$ cat src/rtl/stsring_pkg.sv
package stsring_pkg;

   typedef enum logic [1:0] {
      ST_OK          = 2'd0,
      ST_BLOCKED     = 2'd1,
      ST_FAILED      = 2'd2,
      ST_RES_BLOCKED = 2'd3
   } exec_st_e;

   // first header word layout; positions are decoded by the consumer
   typedef struct packed {
      logic [3:0]  rsvd;
      exec_st_e    st;
      logic [9:0]  etime;
      logic [15:0] num;
   } hdr_w0_t;

   function automatic logic payload_valid(input logic [1:0] st);
      return ~st[1];
   endfunction

endpackage

$ cat src/rtl/stsring_exec_timer.sv
module stsring_exec_timer #(
   parameter int TIME_W = 10
) (
   input  logic              clk,
   input  logic              rst_n,
   input  logic              start_i,
   input  logic              tick_i,
   output logic [TIME_W-1:0] time_o
);
   logic [TIME_W-1:0] cnt_q;

   always_ff @(posedge clk or negedge rst_n) begin
      if (!rst_n) begin
         cnt_q <= '0;
      end else if (start_i) begin
         cnt_q <= '0;
      end else if (tick_i && (cnt_q != {TIME_W{1'b1}})) begin
         cnt_q <= cnt_q + 1'b1;
      end
   end

   assign time_o = cnt_q;
endmodule

$ cat src/rtl/stsring_ring_ptr.sv
module stsring_ring_ptr #(
   parameter int SLOTS  = 8,
   parameter int LOOP_W = 4,
   parameter int SLOT_W = 3
) (
   input  logic              clk,
   input  logic              rst_n,
   input  logic              adv_i,
   output logic [SLOT_W-1:0] head_o,
   output logic [LOOP_W-1:0] loop_o
);
   logic [SLOT_W-1:0] head_q, head_nx;
   logic [LOOP_W-1:0] loop_q;
   logic              wrap;

   generate
      if ((SLOTS & (SLOTS - 1)) == 0) begin : g_pow2
         assign wrap    = &head_q;
         assign head_nx = head_q + 1'b1;
      end else begin : g_mod
         assign wrap    = (head_q == SLOT_W'(SLOTS - 1));
         assign head_nx = wrap ? '0 : head_q + 1'b1;
      end
   endgenerate

   always_ff @(posedge clk or negedge rst_n) begin
      if (!rst_n) begin
         head_q <= '0;
         loop_q <= LOOP_W'(1);
      end else if (adv_i) begin
         head_q <= head_nx;
         if (wrap) loop_q <= loop_q + 1'b1;
      end
   end

   assign head_o = head_q;
   assign loop_o = loop_q;
endmodule

$ cat src/rtl/stsring_word_sel.sv
module stsring_word_sel #(
   parameter int DW        = 32,
   parameter int REC_WORDS = 26,
   parameter int LOOP_W    = 4,
   parameter int IDX_W     = 5,
   localparam int PAY_WORDS = REC_WORDS - 2
) (
   input  logic [IDX_W-1:0]        idx_i,
   input  logic [DW-1:0]           hdr_i,
   input  logic [DW-1:0]           ts_i,
   input  logic [PAY_WORDS*DW-1:0] pay_i,
   input  logic [LOOP_W-1:0]       loop_i,
   output logic [DW-1:0]           word_o
);
   logic [DW-1:0]    pay_w [PAY_WORDS];
   logic [IDX_W-1:0] pidx;

   generate
      for (genvar k = 0; k < PAY_WORDS; k++) begin : g_unpack
         assign pay_w[k] = pay_i[k*DW +: DW];
      end
   endgenerate

   always_comb begin
      pidx = idx_i - IDX_W'(2);
      if (idx_i == '0)           word_o = hdr_i;
      else if (idx_i == IDX_W'(1)) word_o = ts_i;
      else                       word_o = pay_w[pidx];
      if (idx_i == IDX_W'(REC_WORDS - 1))
         word_o[DW-1 -: LOOP_W] = loop_i;
   end
endmodule

$ cat src/rtl/stsring_writer.sv
module stsring_writer
   import stsring_pkg::*;
#(
   parameter int DW        = 32,
   parameter int REC_WORDS = 26,
   parameter int SLOTS     = 8,
   parameter int NUM_W     = 16,
   parameter int TIME_W    = 10,
   parameter int LOOP_W    = 4,
   parameter int TS_W      = 32,
   localparam int PAY_WORDS = REC_WORDS - 2,
   localparam int AW        = $clog2(SLOTS * REC_WORDS),
   localparam int IDX_W     = $clog2(REC_WORDS),
   localparam int SLOT_W    = $clog2(SLOTS)
) (
   input  logic                    clk,
   input  logic                    rst_n,
   input  logic                    cmd_start_i,
   input  logic [NUM_W-1:0]        cmd_num_i,
   input  logic                    cmd_done_i,
   input  logic [1:0]              cmd_st_i,
   input  logic [PAY_WORDS*DW-1:0] cmd_pay_i,
   output logic                    done_ready_o,
   input  logic [TS_W-1:0]         ts_i,
   input  logic                    us_tick_i,
   output logic                    ring_we_o,
   output logic [AW-1:0]           ring_addr_o,
   output logic [DW-1:0]           ring_wdata_o,
   output logic [SLOT_W-1:0]       head_o
);
   // elaboration checks
   generate
      if (DW != 32)       begin : g_bad_dw   $error("DW must be 32");        end
      if (NUM_W != 16)    begin : g_bad_num  $error("NUM_W must be 16");     end
      if (TIME_W != 10)   begin : g_bad_time $error("TIME_W must be 10");    end
      if (TS_W != DW)     begin : g_bad_ts   $error("TS_W must equal DW");   end
      if (REC_WORDS < 3)  begin : g_bad_rec  $error("REC_WORDS too small");  end
      if (SLOTS < 2)      begin : g_bad_slot $error("SLOTS must be >= 2");   end
      if (LOOP_W > 4)     begin : g_bad_loop $error("LOOP_W must be <= 4");  end
   endgenerate

   logic [NUM_W-1:0]        num_q;
   logic [TIME_W-1:0]       etime;
   logic                    busy_q;
   logic [IDX_W-1:0]        idx_q;
   hdr_w0_t                 hdr_q;
   logic [PAY_WORDS*DW-1:0] pay_q;
   logic [DW-1:0]           ts_q;
   logic [LOOP_W-1:0]       loop;
   logic [SLOT_W-1:0]       head;
   logic                    accept, last_word;

   assign accept    = cmd_done_i & ~busy_q;
   assign last_word = busy_q & (idx_q == IDX_W'(REC_WORDS - 1));

   stsring_exec_timer #(.TIME_W(TIME_W)) u_timer (
      .clk     (clk),
      .rst_n   (rst_n),
      .start_i (cmd_start_i),
      .tick_i  (us_tick_i),
      .time_o  (etime)
   );

   stsring_ring_ptr #(.SLOTS(SLOTS), .LOOP_W(LOOP_W), .SLOT_W(SLOT_W)) u_ptr (
      .clk    (clk),
      .rst_n  (rst_n),
      .adv_i  (last_word),
      .head_o (head),
      .loop_o (loop)
   );

   always_ff @(posedge clk or negedge rst_n) begin
      if (!rst_n) begin
         num_q <= '0;
      end else if (cmd_start_i) begin
         num_q <= cmd_num_i;
      end
   end

   always_ff @(posedge clk or negedge rst_n) begin
      if (!rst_n) begin
         busy_q <= 1'b0;
         idx_q  <= '0;
         hdr_q  <= '0;
         pay_q  <= '0;
         ts_q   <= '0;
      end else if (accept) begin
         busy_q     <= 1'b1;
         idx_q      <= '0;
         hdr_q.rsvd <= '0;
         hdr_q.st   <= exec_st_e'(cmd_st_i);
         hdr_q.etime <= etime;
         hdr_q.num  <= num_q;
         pay_q      <= payload_valid(cmd_st_i) ? cmd_pay_i : '0;
      end else if (busy_q) begin
         if (idx_q == '0) ts_q <= ts_i;
         if (last_word) begin
            busy_q <= 1'b0;
            idx_q  <= '0;
         end else begin
            idx_q <= idx_q + 1'b1;
         end
      end
   end

   stsring_word_sel #(
      .DW(DW), .REC_WORDS(REC_WORDS), .LOOP_W(LOOP_W), .IDX_W(IDX_W)
   ) u_sel (
      .idx_i  (idx_q),
      .hdr_i  (hdr_q),
      .ts_i   ((idx_q == '0) ? ts_i : ts_q),
      .pay_i  (pay_q),
      .loop_i (loop),
      .word_o (ring_wdata_o)
   );

   assign done_ready_o = ~busy_q;
   assign ring_we_o    = busy_q;
   assign ring_addr_o  = AW'(head) * AW'(REC_WORDS) + AW'(idx_q);
   assign head_o       = head;
endmodule

$ cat config.mk
export PLATFORM = sky130hd
export DESIGN_NAME = stsring_writer
export DESIGN_NICKNAME = d
export VERILOG_FILES = /design/src/rtl/stsring_pkg.sv /design/src/rtl/stsring_exec_timer.sv /design/src/rtl/stsring_ring_ptr.sv /design/src/rtl/stsring_word_sel.sv /design/src/rtl/stsring_writer.sv
export SDC_FILE = /design/constraint.sdc
export NUM_CORES = 1
export LEC_CHECK = 0
export BUFFER_PORTS_ARGS = -buffer_cell sky130_fd_sc_hd__clkbuf_2
export CAP_MARGIN = 10
export CORE_AREA = 2 2 336 338
export CTS_CLUSTER_SIZE = 40
export DETAILED_ROUTE_END_ITERATION = 16
export DIE_AREA = 0 0 338 340
export PLACE_DENSITY_LB_ADDON = 0.25
export SETUP_SLACK_MARGIN = 0.05
export SYNTH_ARGS = -nofsm -noshare
export SYNTH_HDL_FRONTEND = slang
export SYNTH_HIERARCHICAL = 1
export SYNTH_SLANG_ARGS = --single-unit
$ cat constraint.sdc
create_clock -name clk -period 7.64 [get_ports clk]
set_input_delay 1.146 -clock clk [delete_from_list [all_inputs] [get_ports clk]]
set_output_delay 1.146 -clock clk [all_outputs]
set_load 0.01 [all_outputs]
==> impl_metrics.xml, run 1 <==
<?xml version="1.0" encoding="UTF-8"?>
<metrics>
  <group name="die">
    <metric name="dieHeight" unit="um">340</metric>
    <metric name="core.rowCount" unit="">123</metric>
    <metric name="core" unit="sq um">112000</metric>
    <metric name="design.portCount" unit="">868</metric>
    <metric name="dieArea" unit="sq um">115000</metric>
    <metric name="effective_utilization_at_floorplan" unit="">0.393</metric>
    <metric name="die_width" unit="um">338</metric>
  </group>
  <group name="sta">
    <metric name="worst_pin_slew" unit="ns">1.16</metric>
    <metric name="report.final.slew_viol_count" unit="">0</metric>
    <metric name="rsz0062_at_grt" unit="">false</metric>
    <metric name="fin_crit_sh" unit="">0.818</metric>
    <metric name="setup_viol" unit="">0</metric>
    <metric name="finalHoldViolCount" unit="">0</metric>
    <metric name="period_needed" unit="ns">6.25</metric>
    <metric name="setup_tns" unit="ns">0</metric>
    <metric name="clock-skew-final" unit="ns">0.0123</metric>
    <metric name="fmaxAchievable" unit="MHz">160</metric>
    <metric name="worst_slew_margin_rel" unit="">0.208</metric>
  </group>
  <group name="power_and_ir_drop">
    <metric name="comb_power_share" unit="">0.430</metric>
    <metric name="power_total" unit="mW">23.2</metric>
    <metric name="irDropWorstVdd" unit="uV">366</metric>
    <metric name="switching_share" unit="">0.415</metric>
    <metric name="switchingPower" unit="mW">9.63</metric>
    <metric name="powerDensity" unit="nW/um^2">446</metric>
    <metric name="internal_power" unit="mW">13.6</metric>
    <metric name="sequentialPowerShare" unit="">0.363</metric>
    <metric name="p_leak" unit="nW">24.1</metric>
    <metric name="power_frac_clock" unit="">0.207</metric>
  </group>
  <group name="clocking">
    <metric name="cts.hold.buffers_added" unit="">0</metric>
    <metric name="cts-resized-gates" unit="">0</metric>
    <metric name="ctsLongestPathBuffers" unit="">3</metric>
    <metric name="cts_root_buf" unit="">sky130_fd_sc_hd__clkbuf_16</metric>
    <metric name="cts_post_setup_buffers_inserted" unit="">0</metric>
    <metric name="path_clk_slew" unit="ns">0.06</metric>
    <metric name="tritoncts_clock_tree" unit="">yes</metric>
    <metric name="cts_made_buffers" unit="">98</metric>
    <metric name="worst_skew_pair.late_latency" unit="ns">0.70</metric>
    <metric name="clock_sinks" unit="">867</metric>
    <metric name="number_of_h_tree_levels" unit="">3</metric>
  </group>
  <group name="global_route">
    <metric name="grt_pass1_wl" unit="mm">237</metric>
    <metric name="globalRouteTotalUtil" unit="">0.288</metric>
    <metric name="antenna_found_initial" unit="">36</metric>
    <metric name="vias_in_the_first_global_route" unit="">33800</metric>
    <metric name="gr-total-overflow" unit="">0</metric>
    <metric name="grt_start_max_net_pins" unit="">301</metric>
  </group>
  <group name="logic_synthesis">
    <metric name="syn-instance-count" unit="">4254</metric>
    <metric name="synthArstFlopShare" unit="">1.00</metric>
    <metric name="synthesized_area_fraction_occupied_by_and_or_nand_nor_cells" unit="">0.186</metric>
    <metric name="dominantRegCellSynth" unit="">sky130_fd_sc_hd__dfrtp_1</metric>
    <metric name="post_synthesis_mux_area_share" unit="">0.150</metric>
    <metric name="synthDistinctLibCells" unit="">69</metric>
    <metric name="post_synth.cell_area_avg" unit="sq um">10.3</metric>
    <metric name="synth_sequential_area_ratio" unit="">0.495</metric>
    <metric name="synth_fa_ha_area_frac" unit="">0.00576</metric>
    <metric name="synth_top_cells_by_area" unit="">sky130_fd_sc_hd__dfrtp_1, sky130_fd_sc_hd__nand2b_1, sky130_fd_sc_hd__mux4_2</metric>
    <metric name="mappedNetlistArea" unit="sq um">43800</metric>
    <metric name="yosysTopAreaCellShare" unit="">0.494</metric>
    <metric name="top_cell_type_by_total_area_after_synthesis" unit="">sky130_fd_sc_hd__dfrtp_1</metric>
    <metric name="synth.ff_latch_count" unit="">867</metric>
    <metric name="post_synth_xor_area_fraction" unit="">0.00220</metric>
    <metric name="yosysWarningCount" unit="">6</metric>
    <metric name="synth_edf_count" unit="">0</metric>
    <metric name="synth-compound-area-share" unit="">0.116</metric>
    <metric name="largest_family_of_logic_cells_by_synthesized_area" unit="">simple AND/OR/NAND/NOR gates</metric>
  </group>
  <group name="cells_and_area">
    <metric name="layout.area.seq" unit="sq um">21700</metric>
    <metric name="fillCellCount" unit="">10600</metric>
    <metric name="layout.cells.most_common_list" unit="">sky130_fd_sc_hd__clkbuf_2, sky130_fd_sc_hd__dfrtp_1, sky130_fd_sc_hd__nand2_1</metric>
    <metric name="layout.cells.most_common" unit="">sky130_fd_sc_hd__clkbuf_2</metric>
    <metric name="multiInputGateArea" unit="sq um">20200</metric>
    <metric name="drive_gt1_frac" unit="">0.274</metric>
    <metric name="syn_to_final_growth" unit="%">18.6</metric>
    <metric name="nets" unit="">5759</metric>
  </group>
  <group name="worst_setup_path">
    <metric name="critical_path.endpoint_type" unit="">output port</metric>
    <metric name="worstPathMaxFanout" unit="">43</metric>
    <metric name="criticalPathCategory" unit="">reg2out</metric>
    <metric name="worst_ep_required_time" unit="ns">6.49</metric>
    <metric name="arrival" unit="ns">5.11</metric>
    <metric name="startpoint_type" unit="">flip-flop</metric>
  </group>
  <group name="detailed_routing">
    <metric name="avgRoutedWirePerCell" unit="um">25.7</metric>
    <metric name="count_of_antenna_violating_nets_left_after_detailed_routing" unit="">0</metric>
    <metric name="vias" unit="">34000</metric>
    <metric name="initialDrtViolationCount" unit="">2788</metric>
    <metric name="total_routed_wirelength" unit="mm">167</metric>
    <metric name="detailedRoute.firstPassIterationCount" unit="">5</metric>
    <metric name="routed_via_density" unit="">5.22</metric>
    <metric name="drc" unit="">0</metric>
  </group>
  <group name="run_status">
    <metric name="outcome" unit="">finished, final reports clean</metric>
  </group>
  <group name="job">
    <metric name="drv_cap" unit="">0</metric>
  </group>
  <group name="placement">
    <metric name="total_half_perimeter_wirelength_after_legalization_and_detailed_placement" unit="mm">128</metric>
    <metric name="count_of_input_and_output_buffers" unit="">867</metric>
    <metric name="routabilityCongestion" unit="">0.899</metric>
  </group>
  <group name="hold_path">
    <metric name="timing.hold.worst.class" unit="">in2async</metric>
  </group>
</metrics>
-- stage by stage --
stage	instances	util	cell area, sq um	worst slack, ns	hold WS (ns)
2_1_floorplan	4257	-	43900	4.01	0.442
3_3_place_gp	6317	0.437	48700	2.36	0.457
6_report	6505	0.466	52000	1.39	0.409
5_1_grt	6505	0.466	52000	1.31	0.417
4_1_cts	6496	0.466	52000	1.52	0.396
3_5_place_dp	6317	0.437	48700	2.27	0.465
-- final cells by class --
type / count / share of cell area
sequential: 867 / 0.417
multi-input combinational: 3027 / 0.389
timing repair buffer: 910 / 0.0929
clock buffer: 143 / 0.0556
tap: 1500 / 0.0361
clock inverter: 36 / 0.00727
inverter: 13 / 0.000938
antenna: 9 / 0.000433
-- layer usage --
metal | part of all wire | vias up | global-route usage
li1 | - | 15900 | -
met3 | 0.062 | 268 | 0.0546
met5 | 0.0012 | - | 0
met2 | 0.45 | 1092 | 0.438
met1 | 0.44 | 16700 | 0.405
met4 | 0.043 | 32 | 0.116
-- power by group through the flow --
stage               logic (mW)  clock network, mW  registers (mW)
global placement          9.79                  0            8.43
detailed placement        9.96                  0            8.44
finish                    9.99               4.80            8.43
global route              10.7               5.08            8.64
floorplan                 6.50                  0            7.64
CTS                       9.98               4.90            8.38
-- sequential cells by signal, summed over array words and instances, names as in the netlist --
signal / count
hdr_q: 28
idx_q: 5
num_q: 16
pay_q: 768
ring_we_o: 1
ts_q: 32
u_ptr/head_o: 3
u_ptr/loop_o: 4
u_timer/time_o: 10
-- worst max-delay path, cell delays in order (launching register included) --
cell and delay (ns):
sky130_fd_sc_hd__dfrtp_1 0.68, sky130_fd_sc_hd__inv_1 0.18, sky130_fd_sc_hd__ha_4 0.86, sky130_fd_sc_hd__nor2b_1 0.71
sky130_fd_sc_hd__a22o_1 0.24, sky130_fd_sc_hd__a221oi_1 0.05, sky130_fd_sc_hd__a2111oi_0 1.04, sky130_fd_sc_hd__buf_4 0.24
sky130_fd_sc_hd__o31ai_1 0.16, sky130_fd_sc_hd__clkbuf_2 0.22
-- cells by family after synthesis --
logic type,after synthesis
and+or+nand+nor,1620
AOI/OAI and AO/OA,942
DFF,867
muxes,431
buffers and inverters,363
adders and majority gates,19
xor gates and xnor gates,11
other,1
-- cell usage after synthesis, types with 3 or more instances --
library cell	number
sky130_fd_sc_hd__a2111oi_0	11
sky130_fd_sc_hd__a211oi_1	10
sky130_fd_sc_hd__a21oi_1	15
sky130_fd_sc_hd__a221oi_1	4
sky130_fd_sc_hd__a22o_1	13
sky130_fd_sc_hd__a22oi_1	4
sky130_fd_sc_hd__a2bb2oi_1	26
sky130_fd_sc_hd__a31oi_1	5
sky130_fd_sc_hd__a41oi_1	3
sky130_fd_sc_hd__buf_1	13
sky130_fd_sc_hd__buf_2	68
sky130_fd_sc_hd__buf_4	18
sky130_fd_sc_hd__buf_6	61
sky130_fd_sc_hd__clkbuf_1	187
sky130_fd_sc_hd__dfrtp_1	866
sky130_fd_sc_hd__ha_1	17
sky130_fd_sc_hd__inv_1	12
sky130_fd_sc_hd__mux2_2	110
sky130_fd_sc_hd__mux2i_1	151
sky130_fd_sc_hd__mux4_2	168
sky130_fd_sc_hd__nand2_1	783
sky130_fd_sc_hd__nand2b_1	771
sky130_fd_sc_hd__nand3_1	10
sky130_fd_sc_hd__nor2_1	15
sky130_fd_sc_hd__nor2b_1	14
sky130_fd_sc_hd__nor3_1	6
sky130_fd_sc_hd__o21ai_0	665
sky130_fd_sc_hd__o21ai_1	137
sky130_fd_sc_hd__o22ai_1	25
sky130_fd_sc_hd__o22ai_2	3
sky130_fd_sc_hd__o31ai_1	8
sky130_fd_sc_hd__or4_1	3
sky130_fd_sc_hd__xnor2_1	7
sky130_fd_sc_hd__xor2_1	4
-- path summary, 6_finish.rpt --
kind,from,cells after the start,to,slack (ns)
setup / recovery,idx_q[2]$_DFFE_PN0P_,9,ring_wdata_o[30],1.39
hold / removal,rst_n,1,pay_q[715]$_DFFE_PN0P_,0.41
setup reg to reg,idx_q[0]$_DFFE_PN0P_,6,u_ptr/loop_o[1]$_DFFE_PN0P_,4.63
hold reg to reg,pay_q[560]$_DFFE_PN0P_,2,pay_q[560]$_DFFE_PN0P_,0.47
max in group asynchronous,rst_n,3,pay_q[693]$_DFFE_PN0P_,5.47
min in group clk,pay_q[560]$_DFFE_PN0P_,2,pay_q[560]$_DFFE_PN0P_,0.47
Power figures use the tool's default switching activity.
==> inputs of run 2 (changes only) <==
--- a/config.mk
+++ b/config.mk
@@ -7,10 +7,10 @@
 export LEC_CHECK = 0
 export BUFFER_PORTS_ARGS = -buffer_cell sky130_fd_sc_hd__clkbuf_2
 export CAP_MARGIN = 10
-export CORE_AREA = 2 2 336 338
+export CORE_AREA = 2 2 334 336
 export CTS_CLUSTER_SIZE = 40
 export DETAILED_ROUTE_END_ITERATION = 16
-export DIE_AREA = 0 0 338 340
+export DIE_AREA = 0 0 336 338
 export PLACE_DENSITY_LB_ADDON = 0.25
 export SETUP_SLACK_MARGIN = 0.05
 export SYNTH_ARGS = -nofsm -noshare
==> constraint.sdc (replaced) <==
create_clock -name clk -period 5.6 [get_ports clk]
set_input_delay 0.84 -clock clk [delete_from_list [all_inputs] [get_ports clk]]
set_output_delay 0.84 -clock clk [all_outputs]
set_load 0.01 [all_outputs]
==> impl_metrics.xml, run 2 (same netlist as run 1, synthesis figures left out) <==
<?xml version="1.0" encoding="UTF-8"?>
<metrics>
  <group name="power_and_ir_drop">
    <metric name="power_total" unit="mW">31.9</metric>
    <metric name="irDropWorstVdd" unit="uV">274</metric>
    <metric name="p_leak" unit="nW">24.2</metric>
    <metric name="powerDensity" unit="nW/um^2">612</metric>
  </group>
  <group name="global_route">
    <metric name="gr-total-overflow" unit="">0</metric>
    <metric name="globalRouteTotalUtil" unit="">0.293</metric>
    <metric name="antenna_found_initial" unit="">31</metric>
    <metric name="grtUsageMet1" unit="">0.406</metric>
    <metric name="vias_in_the_first_global_route" unit="">33600</metric>
    <metric name="grt_use_met3" unit="">0.0563</metric>
    <metric name="grt_start_max_net_pins" unit="">245</metric>
    <metric name="grt.met2_usage" unit="">0.455</metric>
    <metric name="busiest_layer_in_global_routing" unit="">met2</metric>
    <metric name="grt_pass1_wl" unit="mm">237</metric>
  </group>
  <group name="cells_and_area">
    <metric name="largest_register" unit="">pay_q</metric>
    <metric name="final_cells" unit="">6493</metric>
    <metric name="layout.cells.most_common" unit="">sky130_fd_sc_hd__clkbuf_2</metric>
    <metric name="layout.cells.most_common_list" unit="">sky130_fd_sc_hd__clkbuf_2, sky130_fd_sc_hd__dfrtp_1, sky130_fd_sc_hd__nand2_1</metric>
    <metric name="drive_gt1_frac" unit="">0.275</metric>
    <metric name="final_design_area_no_fill" unit="sq um">52100</metric>
    <metric name="fillCellCount" unit="">10500</metric>
    <metric name="layout_top_registers" unit="">pay_q: 768 flops, ts_q: 32 flops, hdr_q: 28 flops</metric>
    <metric name="syn_to_final_growth" unit="%">18.9</metric>
    <metric name="nets" unit="">5763</metric>
    <metric name="largest_register_ff_count" unit="">768</metric>
  </group>
  <group name="sta">
    <metric name="worst_pin_slew" unit="ns">1.09</metric>
    <metric name="clock-skew-final" unit="ns">0.0160</metric>
    <metric name="rsz0062_at_grt" unit="">false</metric>
    <metric name="setup_tns" unit="ns">0</metric>
    <metric name="worst_slack" unit="ns">0.0944</metric>
    <metric name="finalHoldViolCount" unit="">0</metric>
    <metric name="report.final.slew_viol_count" unit="">0</metric>
    <metric name="setup_viol" unit="">0</metric>
    <metric name="fin_crit_sh" unit="">0.983</metric>
    <metric name="worst_slew_margin_rel" unit="">0.269</metric>
    <metric name="fmaxAchievable" unit="MHz">182</metric>
    <metric name="period_needed" unit="ns">5.51</metric>
  </group>
  <group name="placement">
    <metric name="total_half_perimeter_wirelength_after_legalization_and_detailed_placement" unit="mm">129</metric>
    <metric name="pre_cts_ws" unit="ns">0.658</metric>
    <metric name="postPlaceCellArea" unit="sq um">48800</metric>
    <metric name="routabilityCongestion" unit="">0.926</metric>
    <metric name="placedCellCount" unit="">6309</metric>
    <metric name="count_of_input_and_output_buffers" unit="">867</metric>
  </group>
  <group name="worst_setup_path">
    <metric name="critical_path.endpoint_type" unit="">output port</metric>
    <metric name="arrival" unit="ns">4.67</metric>
    <metric name="cp_cell_sequence" unit="">inv_1 -&gt; ha_4 -&gt; nand2_1 -&gt; a211oi_1 -&gt; a2111oi_0 -&gt; a2111oi_1 -&gt; o31ai_1 -&gt; clkbuf_2</metric>
    <metric name="startpoint_type" unit="">flip-flop</metric>
    <metric name="worst_ep_required_time" unit="ns">4.76</metric>
    <metric name="criticalPathCategory" unit="">reg2out</metric>
    <metric name="cp_slowest_cell" unit="">sky130_fd_sc_hd__a2111oi_1</metric>
    <metric name="largest_stage_delay_on_the_critical_path" unit="ns">0.86</metric>
    <metric name="worstPathMaxFanout" unit="">35</metric>
  </group>
  <group name="die">
    <metric name="core.rowCount" unit="">122</metric>
    <metric name="core" unit="sq um">110000</metric>
    <metric name="design.portCount" unit="">868</metric>
    <metric name="dieArea" unit="sq um">114000</metric>
    <metric name="dieHeight" unit="um">338</metric>
    <metric name="die_width" unit="um">336</metric>
    <metric name="effective_utilization_at_floorplan" unit="">0.398</metric>
  </group>
  <group name="detailed_routing">
    <metric name="initialDrtViolationCount" unit="">2826</metric>
    <metric name="avgRoutedWirePerCell" unit="um">26.0</metric>
    <metric name="routed_via_density" unit="">5.25</metric>
    <metric name="count_of_antenna_violating_nets_left_after_detailed_routing" unit="">0</metric>
    <metric name="vias" unit="">34100</metric>
    <metric name="drc" unit="">0</metric>
    <metric name="detailedRoute.firstPassIterationCount" unit="">5</metric>
    <metric name="total_routed_wirelength" unit="mm">169</metric>
  </group>
  <group name="job">
    <metric name="drv_cap" unit="">0</metric>
  </group>
  <group name="clocking">
    <metric name="cts.hold.buffers_added" unit="">0</metric>
    <metric name="clock_sinks" unit="">867</metric>
    <metric name="tritoncts_clock_tree" unit="">yes</metric>
    <metric name="cts_root_buf" unit="">sky130_fd_sc_hd__clkbuf_16</metric>
    <metric name="worst_skew_pair.late_latency" unit="ns">0.67</metric>
    <metric name="number_of_h_tree_levels" unit="">3</metric>
    <metric name="ctsLongestPathBuffers" unit="">3</metric>
    <metric name="path_clk_slew" unit="ns">0.06</metric>
    <metric name="cts_made_buffers" unit="">98</metric>
  </group>
  <group name="run_status">
    <metric name="outcome" unit="">finished, final reports clean</metric>
  </group>
  <group name="hold_path">
    <metric name="timing.hold.worst.class" unit="">in2async</metric>
  </group>
</metrics>
[run 2: cell count changes in the layout (fill, tap and decap cells not counted), moves of 2 or more]
cell                         before  now
sky130_fd_sc_hd__bufinv_16        5   11
sky130_fd_sc_hd__clkinvlp_4       5    2
sky130_fd_sc_hd__clkinv_2        16   24
sky130_fd_sc_hd__clkinv_8         3    0
sky130_fd_sc_hd__clkbuf_1        20   16
sky130_fd_sc_hd__clkbuf_8        23   18
sky130_fd_sc_hd__clkinv_4         4    2
sky130_fd_sc_hd__buf_12          12   16
[run 2: what timing repair did]
| item | 4_1_cts | 5_1_grt |
|---|---|---|
| endpoints found under the setup margin | 3 | 4 |
| gates cloned | 0 | 0 |
| gates resized for setup | 4 | 1 |
| setup buffers | 0 | 0 |
| pin swaps | 1 | 0 |
[run 2: worst paths after layout]
| path | endpoint | slack (ns) | from | depth (start not counted) |
|---|---|---|---|---|
| max in group asynchronous | pay_q[506]$_DFFE_PN0P_ | 3.88 | rst_n | 2 |
| worst min-delay path | pay_q[98]$_DFFE_PN0P_ | 0.22 | rst_n | 1 |
| worst max register to register | u_ptr/loop_o[3]$_DFFE_PN0P_ | 2.54 | idx_q[0]$_DFFE_PN0P_ | 7 |
| worst max-delay path | ring_wdata_o[31] | 0.09 | idx_q[1]$_DFFE_PN0P_ | 8 |
| min in group clk | pay_q[323]$_DFFE_PN0P_ | 0.38 | cmd_pay_i[323] | 3 |
| worst min register to register | pay_q[187]$_DFFE_PN0P_ | 0.47 | pay_q[187]$_DFFE_PN0P_ | 2 |
[run 2: worst max-delay path, delay by kind of cell, from the launching register on]
| kind | cells | cell delay, ns |
|---|---|---|
| flops | 1 | 0.79 |
| simple gates | 1 | 0.36 |
| fa+ha+maj | 1 | 0.75 |
| compound gates | 4 | 1.66 |
| buf+inv | 2 | 0.39 |
[run 2: final cells by class]
class,instances,area [sq um],share of cell area
well taps,1488,1860,0.0357
clock inverters,41,500,0.00960
repair buffers,914,4910,0.0942
diodes,8,20.0,0.000384
inverters,13,48.8,0.000936
multi-input cells,3027,20300,0.388
flip-flops and latches,867,21700,0.416
clock buffers,135,2840,0.0544
[run 2: metal layers]
metal | part of all wire | routed length (um)
met1 | 0.43 | 73000
met2 | 0.46 | 77300
met3 | 0.067 | 11200
met4 | 0.041 | 6930
met5 | 0.00099 | 167
[run 2: stage by stage]
step,util,hold WS (ns)
detailed placement,0.443,0.465
global placement,0.443,0.456
global route,0.474,0.272
finish,0.474,0.219
floorplan,-,0.442
CTS,0.474,0.275
[run 2: where the power goes]
| group | internal (mW) | switching, mW | total [mW] |
|---|---|---|---|
| logic | 5.41 | 8.23 | 13.6 |
| clock network | 4.03 | 2.72 | 6.75 |
| registers | 9.30 | 2.20 | 11.5 |
| total | 18.7 | 13.2 | 31.9 |
